==> config.mk <==
export PLATFORM = sky130hd
export DESIGN_NAME = bsc_unit
export DESIGN_NICKNAME = d
export VERILOG_FILES = /design/src/rtl/bsc_pkg.sv /design/src/rtl/bsc_decode.sv /design/src/rtl/bsc_bitop.sv /design/src/rtl/bsc_unit.sv
export SDC_FILE = /design/constraint.sdc
export NUM_CORES = 1
export LEC_CHECK = 0
export ABC_CLOCK_PERIOD_IN_PS = 2200
export CAP_MARGIN = 10
export CORE_UTILIZATION = 45
export DETAILED_ROUTE_END_ITERATION = 10
export GPL_TIMING_DRIVEN = 0
export PLACE_DENSITY = 0.8
export SKIP_LAST_GASP = 1
export SYNTH_ARGS = -nofsm -noshare
export SYNTH_HDL_FRONTEND = slang
export SYNTH_SLANG_ARGS = --single-unit
==> constraint.sdc <==
create_clock -name clk -period 2.2 [get_ports clk]
set_clock_uncertainty 0.05 [all_clocks]
set_input_delay 0.22 -clock clk [delete_from_list [all_inputs] [get_ports clk]]
set_output_delay 0.22 -clock clk [all_outputs]
set_load 0.01 [all_outputs]
==> src/rtl/bsc_pkg.sv <==
package bsc_pkg;
  localparam int NIB_W = 4;
  localparam int SEL_W = 2;

  typedef enum logic [2:0] {
    BOP_NONE,
    BOP_CLR,
    BOP_SET,
    BOP_TF,
    BOP_TT
  } bop_e;

  typedef enum logic [1:0] {
    TGT_NONE,
    TGT_RAM,
    TGT_PORT,
    TGT_ACC
  } tgt_e;

  typedef struct packed {
    bop_e             op;
    tgt_e             tgt;
    logic [SEL_W-1:0] bitsel;
    logic             two_cyc;
  } bctl_t;

  function automatic bop_e map_wide_op(input logic [1:0] code);
    case (code)
      2'b00:   return BOP_TF;
      2'b01:   return BOP_SET;
      2'b10:   return BOP_TT;
      default: return BOP_CLR;
    endcase
  endfunction
endpackage

==> src/rtl/bsc_decode.sv <==
module bsc_decode
  import bsc_pkg::*;
#(
  parameter int RAM_AW      = 8,
  parameter int PORT_AW     = 4,
  parameter int L_PORT_BASE = 4
) (
  input  logic [7:0]         b0,
  input  logic [7:0]         b1,
  input  logic [RAM_AW-1:0]  hl,
  input  logic [3:0]         l_reg,
  output bctl_t              ctl,
  output logic [RAM_AW-1:0]  ram_a,
  output logic [PORT_AW-1:0] port_a
);
  localparam logic [PORT_AW-1:0] LBASE = PORT_AW'(L_PORT_BASE);

  always_comb begin
    ctl.op      = BOP_NONE;
    ctl.tgt     = TGT_NONE;
    ctl.bitsel  = '0;
    ctl.two_cyc = 1'b0;
    ram_a       = hl;
    port_a      = PORT_AW'(b1[3:0]);
    if (b0[7:4] == 4'hF) begin
      ctl.bitsel = b0[1:0];
      case (b0[3:2])
        2'b00: begin ctl.op = BOP_CLR; ctl.tgt = TGT_RAM; end
        2'b01: begin ctl.op = BOP_SET; ctl.tgt = TGT_RAM; end
        2'b10: begin ctl.op = BOP_TF;  ctl.tgt = TGT_ACC; end
        default: begin ctl.op = BOP_TF; ctl.tgt = TGT_RAM; end
      endcase
    end else if (b0[7:1] == 7'b0110_110) begin
      ctl.two_cyc = 1'b1;
      ctl.bitsel  = b1[5:4];
      ctl.op      = map_wide_op(b1[7:6]);
      ctl.tgt     = b0[0] ? TGT_PORT : TGT_RAM;
      ram_a       = RAM_AW'(b1[3:0]);
    end else if (b0[7:2] == 6'b0110_00 && b0[1:0] != 2'b11) begin
      ctl.two_cyc = 1'b1;
      ctl.tgt     = TGT_PORT;
      ctl.bitsel  = l_reg[1:0];
      port_a      = PORT_AW'(l_reg[3:2]) + LBASE;
      case (b0[1:0])
        2'b00:   ctl.op = BOP_CLR;
        2'b01:   ctl.op = BOP_TF;
        default: ctl.op = BOP_SET;
      endcase
    end
  end
endmodule

==> src/rtl/bsc_bitop.sv <==
module bsc_bitop
  import bsc_pkg::*;
(
  input  logic [NIB_W-1:0] din,
  input  logic [SEL_W-1:0] sel,
  input  bop_e             op,
  output logic [NIB_W-1:0] dout,
  output logic             flag,
  output logic             flag_we,
  output logic             is_wr
);
  for (genvar i = 0; i < NIB_W; i++) begin : g_lane
    logic hit;
    assign hit     = (sel == SEL_W'(i));
    assign dout[i] = !hit            ? din[i] :
                     (op == BOP_SET) ? 1'b1   :
                     (op == BOP_CLR) ? 1'b0   : din[i];
  end

  always_comb begin
    case (op)
      BOP_TF:           flag = ~din[sel];
      BOP_TT:           flag = din[sel];
      BOP_SET, BOP_CLR: flag = 1'b1;
      default:          flag = 1'b0;
    endcase
  end

  assign flag_we = (op != BOP_NONE);
  assign is_wr   = (op == BOP_SET) || (op == BOP_CLR);

  // a modified word differs from its source in at most one lane
  always_comb begin
    p_one_lane_r8: assert ($countones(dout ^ din) <= 1)
      else $error("bitop changed more than one lane");
  end
endmodule

==> src/rtl/bsc_unit.sv <==
module bsc_unit
  import bsc_pkg::*;
#(
  parameter int RAM_AW      = 8,
  parameter int PORT_AW     = 4,
  parameter int L_PORT_BASE = 4
) (
  input  logic               clk,
  input  logic               rst_n,
  input  logic               inst_valid,
  output logic               inst_ready,
  input  logic [7:0]         inst_b0,
  input  logic [7:0]         inst_b1,
  input  logic [NIB_W-1:0]   acc,
  input  logic [RAM_AW-1:0]  hl,
  input  logic [3:0]         l_reg,
  output logic [RAM_AW-1:0]  ram_addr,
  input  logic [NIB_W-1:0]   ram_rdata,
  output logic               ram_we,
  output logic [NIB_W-1:0]   ram_wdata,
  output logic [PORT_AW-1:0] port_addr,
  input  logic [NIB_W-1:0]   port_rdata,
  output logic               port_we,
  output logic [NIB_W-1:0]   port_wdata,
  output logic               sf,
  output logic               done
);
  bctl_t              dec_ctl, held_ctl, cur_ctl;
  logic [RAM_AW-1:0]  dec_ra, held_ra;
  logic [PORT_AW-1:0] dec_pa, held_pa;
  logic               busy, accept, exec_now;
  logic [NIB_W-1:0]   operand, result;
  logic               flag, flag_we, is_wr;

  bsc_decode #(
    .RAM_AW(RAM_AW), .PORT_AW(PORT_AW), .L_PORT_BASE(L_PORT_BASE)
  ) u_dec (
    .b0(inst_b0), .b1(inst_b1), .hl(hl), .l_reg(l_reg),
    .ctl(dec_ctl), .ram_a(dec_ra), .port_a(dec_pa)
  );

  assign inst_ready = !busy;
  assign accept     = inst_valid && inst_ready;
  assign exec_now   = busy || (accept && !dec_ctl.two_cyc);

  // Second-cycle state: decoded instruction held for one cycle
  always_ff @(posedge clk) begin
    if (!rst_n) begin
      busy     <= 1'b0;
      held_ctl <= '{op: BOP_NONE, tgt: TGT_NONE, bitsel: '0, two_cyc: 1'b0};
      held_ra  <= '0;
      held_pa  <= '0;
    end else if (busy) begin
      busy <= 1'b0;
    end else if (accept && dec_ctl.two_cyc) begin
      busy     <= 1'b1;
      held_ctl <= dec_ctl;
      held_ra  <= dec_ra;
      held_pa  <= dec_pa;
    end
  end

  assign cur_ctl   = busy ? held_ctl : dec_ctl;
  assign ram_addr  = busy ? held_ra  : dec_ra;
  assign port_addr = busy ? held_pa  : dec_pa;

  always_comb begin
    case (cur_ctl.tgt)
      TGT_RAM:  operand = ram_rdata;
      TGT_PORT: operand = port_rdata;
      TGT_ACC:  operand = acc;
      default:  operand = '0;
    endcase
  end

  bsc_bitop u_bit (
    .din(operand), .sel(cur_ctl.bitsel), .op(cur_ctl.op),
    .dout(result), .flag(flag), .flag_we(flag_we), .is_wr(is_wr)
  );

  assign ram_we     = exec_now && is_wr && (cur_ctl.tgt == TGT_RAM);
  assign port_we    = exec_now && is_wr && (cur_ctl.tgt == TGT_PORT);
  assign ram_wdata  = result;
  assign port_wdata = result;
  assign done       = exec_now;

  always_ff @(posedge clk) begin
    if (!rst_n)                    sf <= 1'b0;
    else if (exec_now && flag_we)  sf <= flag;
  end

  // a two-cycle transfer withdraws ready in the following cycle
  p_stall_after_wide_r9: assert property (@(posedge clk) disable iff (!rst_n)
    (accept && dec_ctl.two_cyc) |=> !inst_ready);
  // the stall lasts a single cycle and that cycle executes
  p_stall_one_cycle_r9: assert property (@(posedge clk) disable iff (!rst_n)
    !inst_ready |=> inst_ready);
  p_stall_executes_r9: assert property (@(posedge clk) disable iff (!rst_n)
    !inst_ready |-> done);
  // a write of either kind leaves the flag at 1
  p_flag_forced_r7: assert property (@(posedge clk) disable iff (!rst_n)
    (ram_we || port_we) |=> sf);
  // never both stores in one cycle
  p_one_store_r8: assert property (@(posedge clk) disable iff (!rst_n)
    !(ram_we && port_we));
  // outside an execute cycle nothing is written and the flag holds
  p_quiet_idle_r10: assert property (@(posedge clk) disable iff (!rst_n)
    !done |-> (!ram_we && !port_we));
  p_flag_hold_r10: assert property (@(posedge clk) disable iff (!rst_n)
    !done |=> $stable(sf));
endmodule

Word-level counts from Yosys, hierarchy flattened
Cells that the tools add are included.
Word-level totals
  register bits after elaboration: 22
  word-level logic and storage cells: 85
Operators by class
  add/sub/neg operators: 1
  order comparisons: 1
  equality and inequality tests: 19
  muxes and demuxes: 33
  bitwise operators: 3
  reductions and logical operators: 20
Operators by type and width (number)
  $mux 8: 5
  $pmux 4 s3: 2
  $mux 4: 4
  $mux 1: 15
  $mux 7: 2
  $eq 2x2->1 const B: 6
  $eq 2x1->1 const B: 5
  $pmux 3 s3: 1
  $logic_and 1x1->1: 8
  $logic_not 2->1: 4
  $eq 7x6->1 const B: 1
  $eq 3x2->1 const B: 2
  $eq 6x5->1 const B: 1
  $add 2x3->4 const B: 1
  $eq 4x4->1 const B: 1
  $pmux 2 s2: 1
  $reduce_or 2->1: 2
  $eq 3x1->1 const B: 1
  $eq 3x3->1 const B: 1
  $lt 2x3->1 const B: 1
  $not 1->1: 3
  $pmux 1 s3: 1
  $reduce_bool 3->1: 1
  $bmux 1 s2: 1
  5 further kinds: 7

Depth between registers and ports, before layout
Gate-level depths: netlist of the first run.
  depth in word-level cells: 12
  mapped depth: 9
  depth with buffers taken out: 9

By module
A second synthesis of the first run with hierarchy kept.
Unflattened totals
  cells, all modules: 213
  area, all modules: 1756.7 um^2
By module, submodules not included
  bsc_unit: times used 1, cells each 132, area an instance 1172.4 um^2, sequential area each 420.4 um^2
  bsc_decode: times used 1, cells each 49, area an instance 381.6 um^2, sequential area each 0.0 um^2
  bsc_bitop: times used 1, cells each 32, area an instance 202.7 um^2, sequential area each 0.0 um^2

Worst setup path after synthesis of the first run
OpenSTA, ideal clock, no wires.
  path type: register -> output
  from: reg busy
  to: out ram_wdata[1]
  arrival: 2.009 ns
  required time: 1.930 ns
  path slack: -0.079 ns
  cell stages (with the launch flop): 9
  path buffers: 4
  path through: dfxtp_1 -> buf_2 -> buf_2 -> buf_4 -> o21ai_0 -> a221oi_1 -> a21oi_1 -> o21ai_0 -> buf_4
On the way
  word-level cells in the longest chain between the ends: 6
RTL lines
  from (decl): RTL line bsc_unit.sv:31  | logic busy, accept, exec_now;
  from (signal assigned): RTL line bsc_unit.sv:49  | busy <= 1'b0;
  from (signal assigned): RTL line bsc_unit.sv:54  | busy <= 1'b0;
  from (signal assigned): RTL line bsc_unit.sv:56  | busy <= 1'b1;
  $mux 8 (*): RTL line bsc_unit.sv:63  | assign cur_ctl = busy ? held_ctl : dec_ctl;
  $eq 2x2->1 / $eq 2x1->1 (equally long branches): RTL line bsc_unit.sv:68  | case (cur_ctl.tgt)
  $pmux 4 s3: RTL line bsc_unit.sv:68
  $mux 1: RTL line bsc_bitop.sv:17  | (op == BOP_CLR) ? 1'b0 : din[i];
  $mux 1: RTL line bsc_bitop.sv:16  | (op == BOP_SET) ? 1'b1 :
  $mux 1 (*): RTL line bsc_bitop.sv:15  | assign dout[i] = !hit ? din[i] :
  to (decl): RTL line bsc_unit.sv:20  | output logic [NIB_W-1:0] ram_wdata,
Every way passes the cells marked *; elsewhere a longest branch is shown, timed or not.

Worst setup path after layout of the first run
Ends and elaborated chain as after synthesis.

==> impl_metrics.json, run 1 <==
{
  "clk_latency_ns": 0.26,
  "ys_ff_latch": 21,
  "synth_common_cells": "nand2_1 (39), nor2_1 (30), dfxtp_1 (21), a21oi_1 (18), nand3_1 (13)",
  "totalWireLength_mm": 10.0,
  "netSwitchingFraction": 0.312,
  "dieHeight_um": 68.1,
  "drc": 0,
  "fp-row-count": 23,
  "violations": "negative setup slack",
  "finalNetCount": 428,
  "post-route-period-util": 1.13,
  "synth-simple-area-share": 0.318,
  "p_per_area_nw_per_um2": 294,
  "first_pass_iters": 7,
  "slew_violations": 0,
  "final_util": 0.871,
  "synth-compound-area-share": 0.316,
  "grt_max_degree": 13,
  "crit_required_ns": 1.93,
  "placed_area_um2": 2670,
  "synth-edff-count": 0,
  "rsz0062_at_grt": "true",
  "grt_first_pass_wirelength_mm": 12.3,
  "synthTopCellsByArea": "dfxtp_1 (21%), nand2_1 (7.5%), nor2_1 (5.7%)",
  "core-area_um2": 4090,
  "synth_ff_type": "dfxtp_1",
  "fin_tns_setup_ns": -2.25,
  "drt_iter0_drc": 567,
  "cts.sinks": 21,
  "vias": 2914,
  "worst_pin_slew_ns": 0.675,
  "routed_via_density": 6.78,
  "fp.dieW_um": 68.1,
  "area_growth_pct": 81.3,
  "syn_nets": 317,
  "instances_no_fill": 430,
  "p_sw_mw": 0.326,
  "intPower_mw": 0.720,
  "die_area_um2": 4630,
  "outcome": "finished, violations left",
  "critPathCaptureType": "output port",
  "synthArstFlopShare": 0,
  "place_inst": 384,
  "clk_pin_slew_ns": 0.08,
  "synth_fa_ha_area_frac": 0.0255,
  "antennaDiodeCount": 0,
  "cp.arrival_ns": 2.23,
  "synth_top_family_by_area": "simple AND/OR/NAND/NOR gates",
  "io_pins": 68,
  "synth_area_leader_cell": "dfxtp_1",
  "yosys.cell_count.top_type": "nand2_1",
  "fmax_ghz": 0.401,
  "total_power_mw": 1.05,
  "hold_viol_final": 0,
  "combPwrFrac": 0.384,
  "dp.final_hpwl_mm": 4.45,
  "setup_viol": 15,
  "initial_utilization": 0.481,
  "drv_cap": 0,
  "power_frac_seq": 0.369,
  "htree_levels": 1,
  "synth-xor-area-share": 0.00892,
  "fin_ws_ns": -0.295,
  "finalWorstPathRequiredPeriod_ns": 2.50,
  "root_buffer": "clkbuf_8",
  "start_kind": "flop",
  "leakage_nw": 1.49,
  "wl_per_cell_um": 23.3,
  "clkPwrFrac": 0.247,
  "cts_tree": "built",
  "ant_nets": 0,
  "syn_area_per_cell_um2": 7.28,
  "hp-class": "flop to flop",
  "clock_path_buffers": 2,
  "gp_congestion": 0.852,
  "grt_pass1_vias": 2523,
  "port_buffers": 64,
  "ys_seq_area_frac": 0.214,
  "critPathKind": "flop to output port",
  "yosysWarnings": 0,
  "syn_inst": 270,
  "synth_cell_type_count": 56,
  "fin_area_um2": 3560,
  "crit_fanout": 7,
  "pre_cts_ws_ns": -1.02,
  "max-slew-margin-rel": 0.547,
  "cts_made_buffers": 3,
  "track_usage": 0.350,
  "antenna_found_initial": 0,
  "synth_top_area_frac": 0.214,
  "drive_gt1_frac": 0.411,
  "synthMuxAreaShare": 0.0344,
  "ir_drop_uv": 319,
  "hold_ws_ns": 0.412,
  "overflow": 0,
  "synth_area_um2": 1960
}
==> critical path, stage by stage (launching register included) <==
cell and delay (ns):
dfxtp_4 0.42, inv_8 0.09, buf_4 0.16, a21oi_1 0.06, a311oi_1 0.45, a32oi_2 0.24, a21oi_2 0.16, o21ai_1 0.11
buf_4 0.16, buf_6 0.11
==> sequential cells by signal, indices dropped and copies added (netlist names) <==
| signal | flops |
|---|---|
| held_ra | 8 |
| held_ctl | 7 |
| held_pa | 4 |
| busy | 1 |
| sf | 1 |
==> power by group through the flow <==
| stage | Clock (mW) | Combinational [mW] | Sequential (mW) |
|---|---|---|---|
| floorplan | 0 | 0.130 | 0.394 |
| global placement | 0 | 0.276 | 0.395 |
| detailed placement | 0 | 0.277 | 0.395 |
| CTS | 0.252 | 0.338 | 0.386 |
| global route | 0.275 | 0.422 | 0.386 |
| finish | 0.258 | 0.402 | 0.386 |
==> cells by family after synthesis <==
family / after synthesis
AO/OA/AOI/OAI: 81
XOR/XNOR: 2
adder cells (fa/ha/maj): 4
buffers and inverters: 30
flip-flops: 21
multiplexers: 6
AND/OR/NAND/NOR: 126
==> final timing paths <==
check | to | cells after the start | from | slack (ns)
worst max-delay path | ram_wdata[1] | 9 | busy | -0.30
worst min-delay path | held_ra[7] | 2 | held_ra[7] | 0.41
worst max register to register | sf | 9 | busy | -0.11
worst min register to register | held_ra[7] | 2 | held_ra[7] | 0.41
==> timing repair <==
item / in CTS / in global routing
endpoints found under the hold margin: 0 / 0
setup endpoints to repair: 42 / 24
cloned: 4 / 0
setup buffers: 30 / 12
pin swaps: 40 / 27
gates resized for setup: 143 / 59
hold buffers: 0 / 0
==> final cells by class <==
cell class              instances  area [um2]
plain buffers                  20         188
clock buffers                   3        41.3
clock inverters                 1        5.00
fillers                       197         526
inverters                       8        37.5
multi-input cells             219        1730
flip-flops and latches         21         425
well taps                      50        62.6
repair buffers                108        1070
==> metal layers <==
layer	vias up	routed length, um	track usage
met1	1310	3610	0.427
met5	-	0	0
met4	0	637	0.182
li1	1221	-	-
met2	299	4560	0.580
met3	84	1200	0.0633
==> layout by cell type (no fill, tap or decap), types with 3 or more instances in the layout <==
master           instances
buf_2                    7
nand3_2                  4
buf_8                    5
clkbuf_1                 3
buf_12                   3
inv_1                    5
clkdlybuf4s50_1         38
nor2_1                  24
a21o_1                   5
a21oi_2                  5
a211oi_1                 3
a21oi_1                 13
nand4_1                  5
o31ai_4                  4
buf_4                   39
mux2_2                   6
and3_4                   3
o21ai_2                  3
dlymetal6s2s_1           8
clkbuf_8                 4
nand2b_1                 7
nand3_1                  9
buf_6                   19
o21ai_0                  6
a32oi_4                  3
nor3_1                  10
dfxtp_1                 19
nand2_1                 36
and3_1                   3
nor2_2                   5
o21ai_1                  4
nand2_2                  3
Power figures use the tool's default switching activity.
==> inputs of run 2 (changes only) <==
- CAP_MARGIN: 10 -> default
==> results of run 2 <==
Same layout as run 1: the final DEF is identical, and so are final timing and power.
==> inputs of run 3 (changes only) <==
- ABC_CLOCK_PERIOD_IN_PS: 2200 -> 2900
- clock period: 2.2 -> 2.9 ns (I/O delays scaled with it)
==> run 3 against run 2 <==
  * The run now ends clean
  * First-iteration DRC count decreased by 59%
  * Clock-buffer cell count unchanged
  * Total power is 31% lower
  * Highest routed layer unchanged
  * Worst hold slack got worse by 0.0043 ns
  * Die area stayed put
  * Combinational power fell by 40%
  * Critical path depth is 1 higher
  * Register-to-register slack better by 0.87 ns
==> impl_metrics.json, run 3 (synthesis gave the netlist of run 1 again) <==
{
  "outcome": "finished, final reports clean",
  "p_per_area_nw_per_um2": 242,
  "cts_tree": "built",
  "cp.arrival_ns": 2.52,
  "hold_viol_final": 0,
  "fp-row-count": 23,
  "overflow": 0,
  "place_inst": 384,
  "drive_gt1_frac": 0.237,
  "clock_path_buffers": 2,
  "area_growth_pct": 52.9,
  "io_pins": 68,
  "totalWireLength_mm": 6.54,
  "fmax_ghz": 0.350,
  "finalWorstPathRequiredPeriod_ns": 2.86,
  "initial_utilization": 0.481,
  "setup_viol": 0,
  "rsz0062_at_grt": "true",
  "crit_required_ns": 2.56,
  "drc": 0,
  "top_regs": "held_ra: 8 flops, held_ctl: 7 flops, held_pa: 4 flops",
  "slew_violations": 0,
  "start_kind": "primary input",
  "wl_per_cell_um": 16.0,
  "post-route-period-util": 0.986,
  "placed_area_um2": 2670,
  "largest_register_ffs": 8,
  "layout_common_cells": "clkdlybuf4s50_1 (48), nand2_1 (39), buf_4 (29), nor2_1 (29), dfxtp_1 (21)",
  "max-slew-margin-rel": 0.573,
  "finalNetCount": 407,
  "antennaDiodeCount": 0,
  "total_power_mw": 0.726,
  "routed_via_density": 6.04,
  "first_pass_iters": 5,
  "hp-class": "flop to flop",
  "instances_no_fill": 409,
  "vias": 2470,
  "cts.sinks": 21,
  "gp_congestion": 0.848,
  "clk_latency_ns": 0.27,
  "cts_hold_buf": 0,
  "cts_made_buffers": 3,
  "ir_drop_uv": 212,
  "regMostFlops": "held_ra",
  "grt_pass1_vias": 2158,
  "crit_fanout": 10,
  "clk_pin_slew_ns": 0.08,
  "hold_ws_ns": 0.408,
  "fin_area_um2": 3000,
  "root_buffer": "clkbuf_8",
  "drv_cap": 0,
  "critPathCaptureType": "output port",
  "htree_levels": 1,
  "core-area_um2": 4090,
  "worst_pin_slew_ns": 0.636,
  "final_util": 0.735,
  "ant_nets": 0,
  "die_area_um2": 4630,
  "grt_first_pass_wirelength_mm": 9.83,
  "leakage_nw": 1.26,
  "critPathKind": "primary input to output port",
  "fp.dieW_um": 68.1,
  "final_common_cell": "clkdlybuf4s50_1",
  "dieHeight_um": 68.1,
  "track_usage": 0.283,
  "drt_iter0_drc": 234,
  "grt_max_degree": 13,
  "dp.final_hpwl_mm": 4.46,
  "port_buffers": 64,
  "antenna_found_initial": 0
}
-- run 3: cell types whose count changed in the layout (fill, tap and decap cells not counted), sizes merged --
cell and change:
buf -38, clkbuf +2, clkdlybuf4s15 +2, clkdlybuf4s50 +10, dlygate4sd2 +6, dlymetal6s2s -3
-- run 3: path summary, 6_finish.rpt --
kind                            cells after the start            to  slack, ns        from
worst max-delay path                               10  ram_wdata[0]       0.04  inst_b0[0]
worst min-delay path                                2    held_ra[7]       0.41  held_ra[7]
worst max register to register                      9            sf       0.76        busy
worst min register to register                      2    held_ra[7]       0.41  held_ra[7]
-- run 3: power by group --
| group | switching, mW | internal [mW] | total [mW] |
|---|---|---|---|
| Sequential | 0.00201 | 0.291 | 0.293 |
| Combinational | 0.106 | 0.134 | 0.240 |
| Clock | 0.0974 | 0.0959 | 0.193 |
| Total | 0.206 | 0.520 | 0.726 |
-- run 3: layout make-up --
type                            count  area [um2]
Fill cell                         351        1080
Sequential cell                    21         420
Timing Repair Buffer               86         802
Tap cell                           50        62.6
Buffer                             21         150
Clock inverter                      1        5.00
Inverter                            8        30.0
Multi-Input combinational cell    219        1490
Clock buffer                        3        41.3
-- run 3: timing repair --
item                                   in CTS  in global routing
endpoints found under the hold margin       0                  0
setup endpoints to repair                  18                 11
cloned                                      0                  0
gates resized for setup                    39                 17
setup buffers                              14                  8
pin swaps                                  13                 11
-- run 3: critical path: stages --
cell             delay [ns]
clkdlybuf4s50_1        0.49
buf_6                  0.16
a211oi_2               0.11
and3_2                 0.26
o31a_1                 0.32
buf_4                  0.16
o31ai_2                0.24
o21ai_1                0.13
buf_4                  0.15
clkdlybuf4s15_2        0.21
-- run 3: metrics by stage --
stage | setup TNS [ns] | setup slack (ns)
6_report | 0 | 0.0398
5_1_grt | -0.126 | -0.0488
3_3_place_gp | -4.04 | -0.450
3_5_place_dp | -4.43 | -0.518
2_1_floorplan | 0 | 0.497
4_1_cts | -0.253 | -0.179
-- run 3: routing by layer --
layer  part of all wire  track usage
met2               0.47        0.473
met4              0.032        0.164
met1               0.42        0.350
met5                  0            0
met3              0.078       0.0250
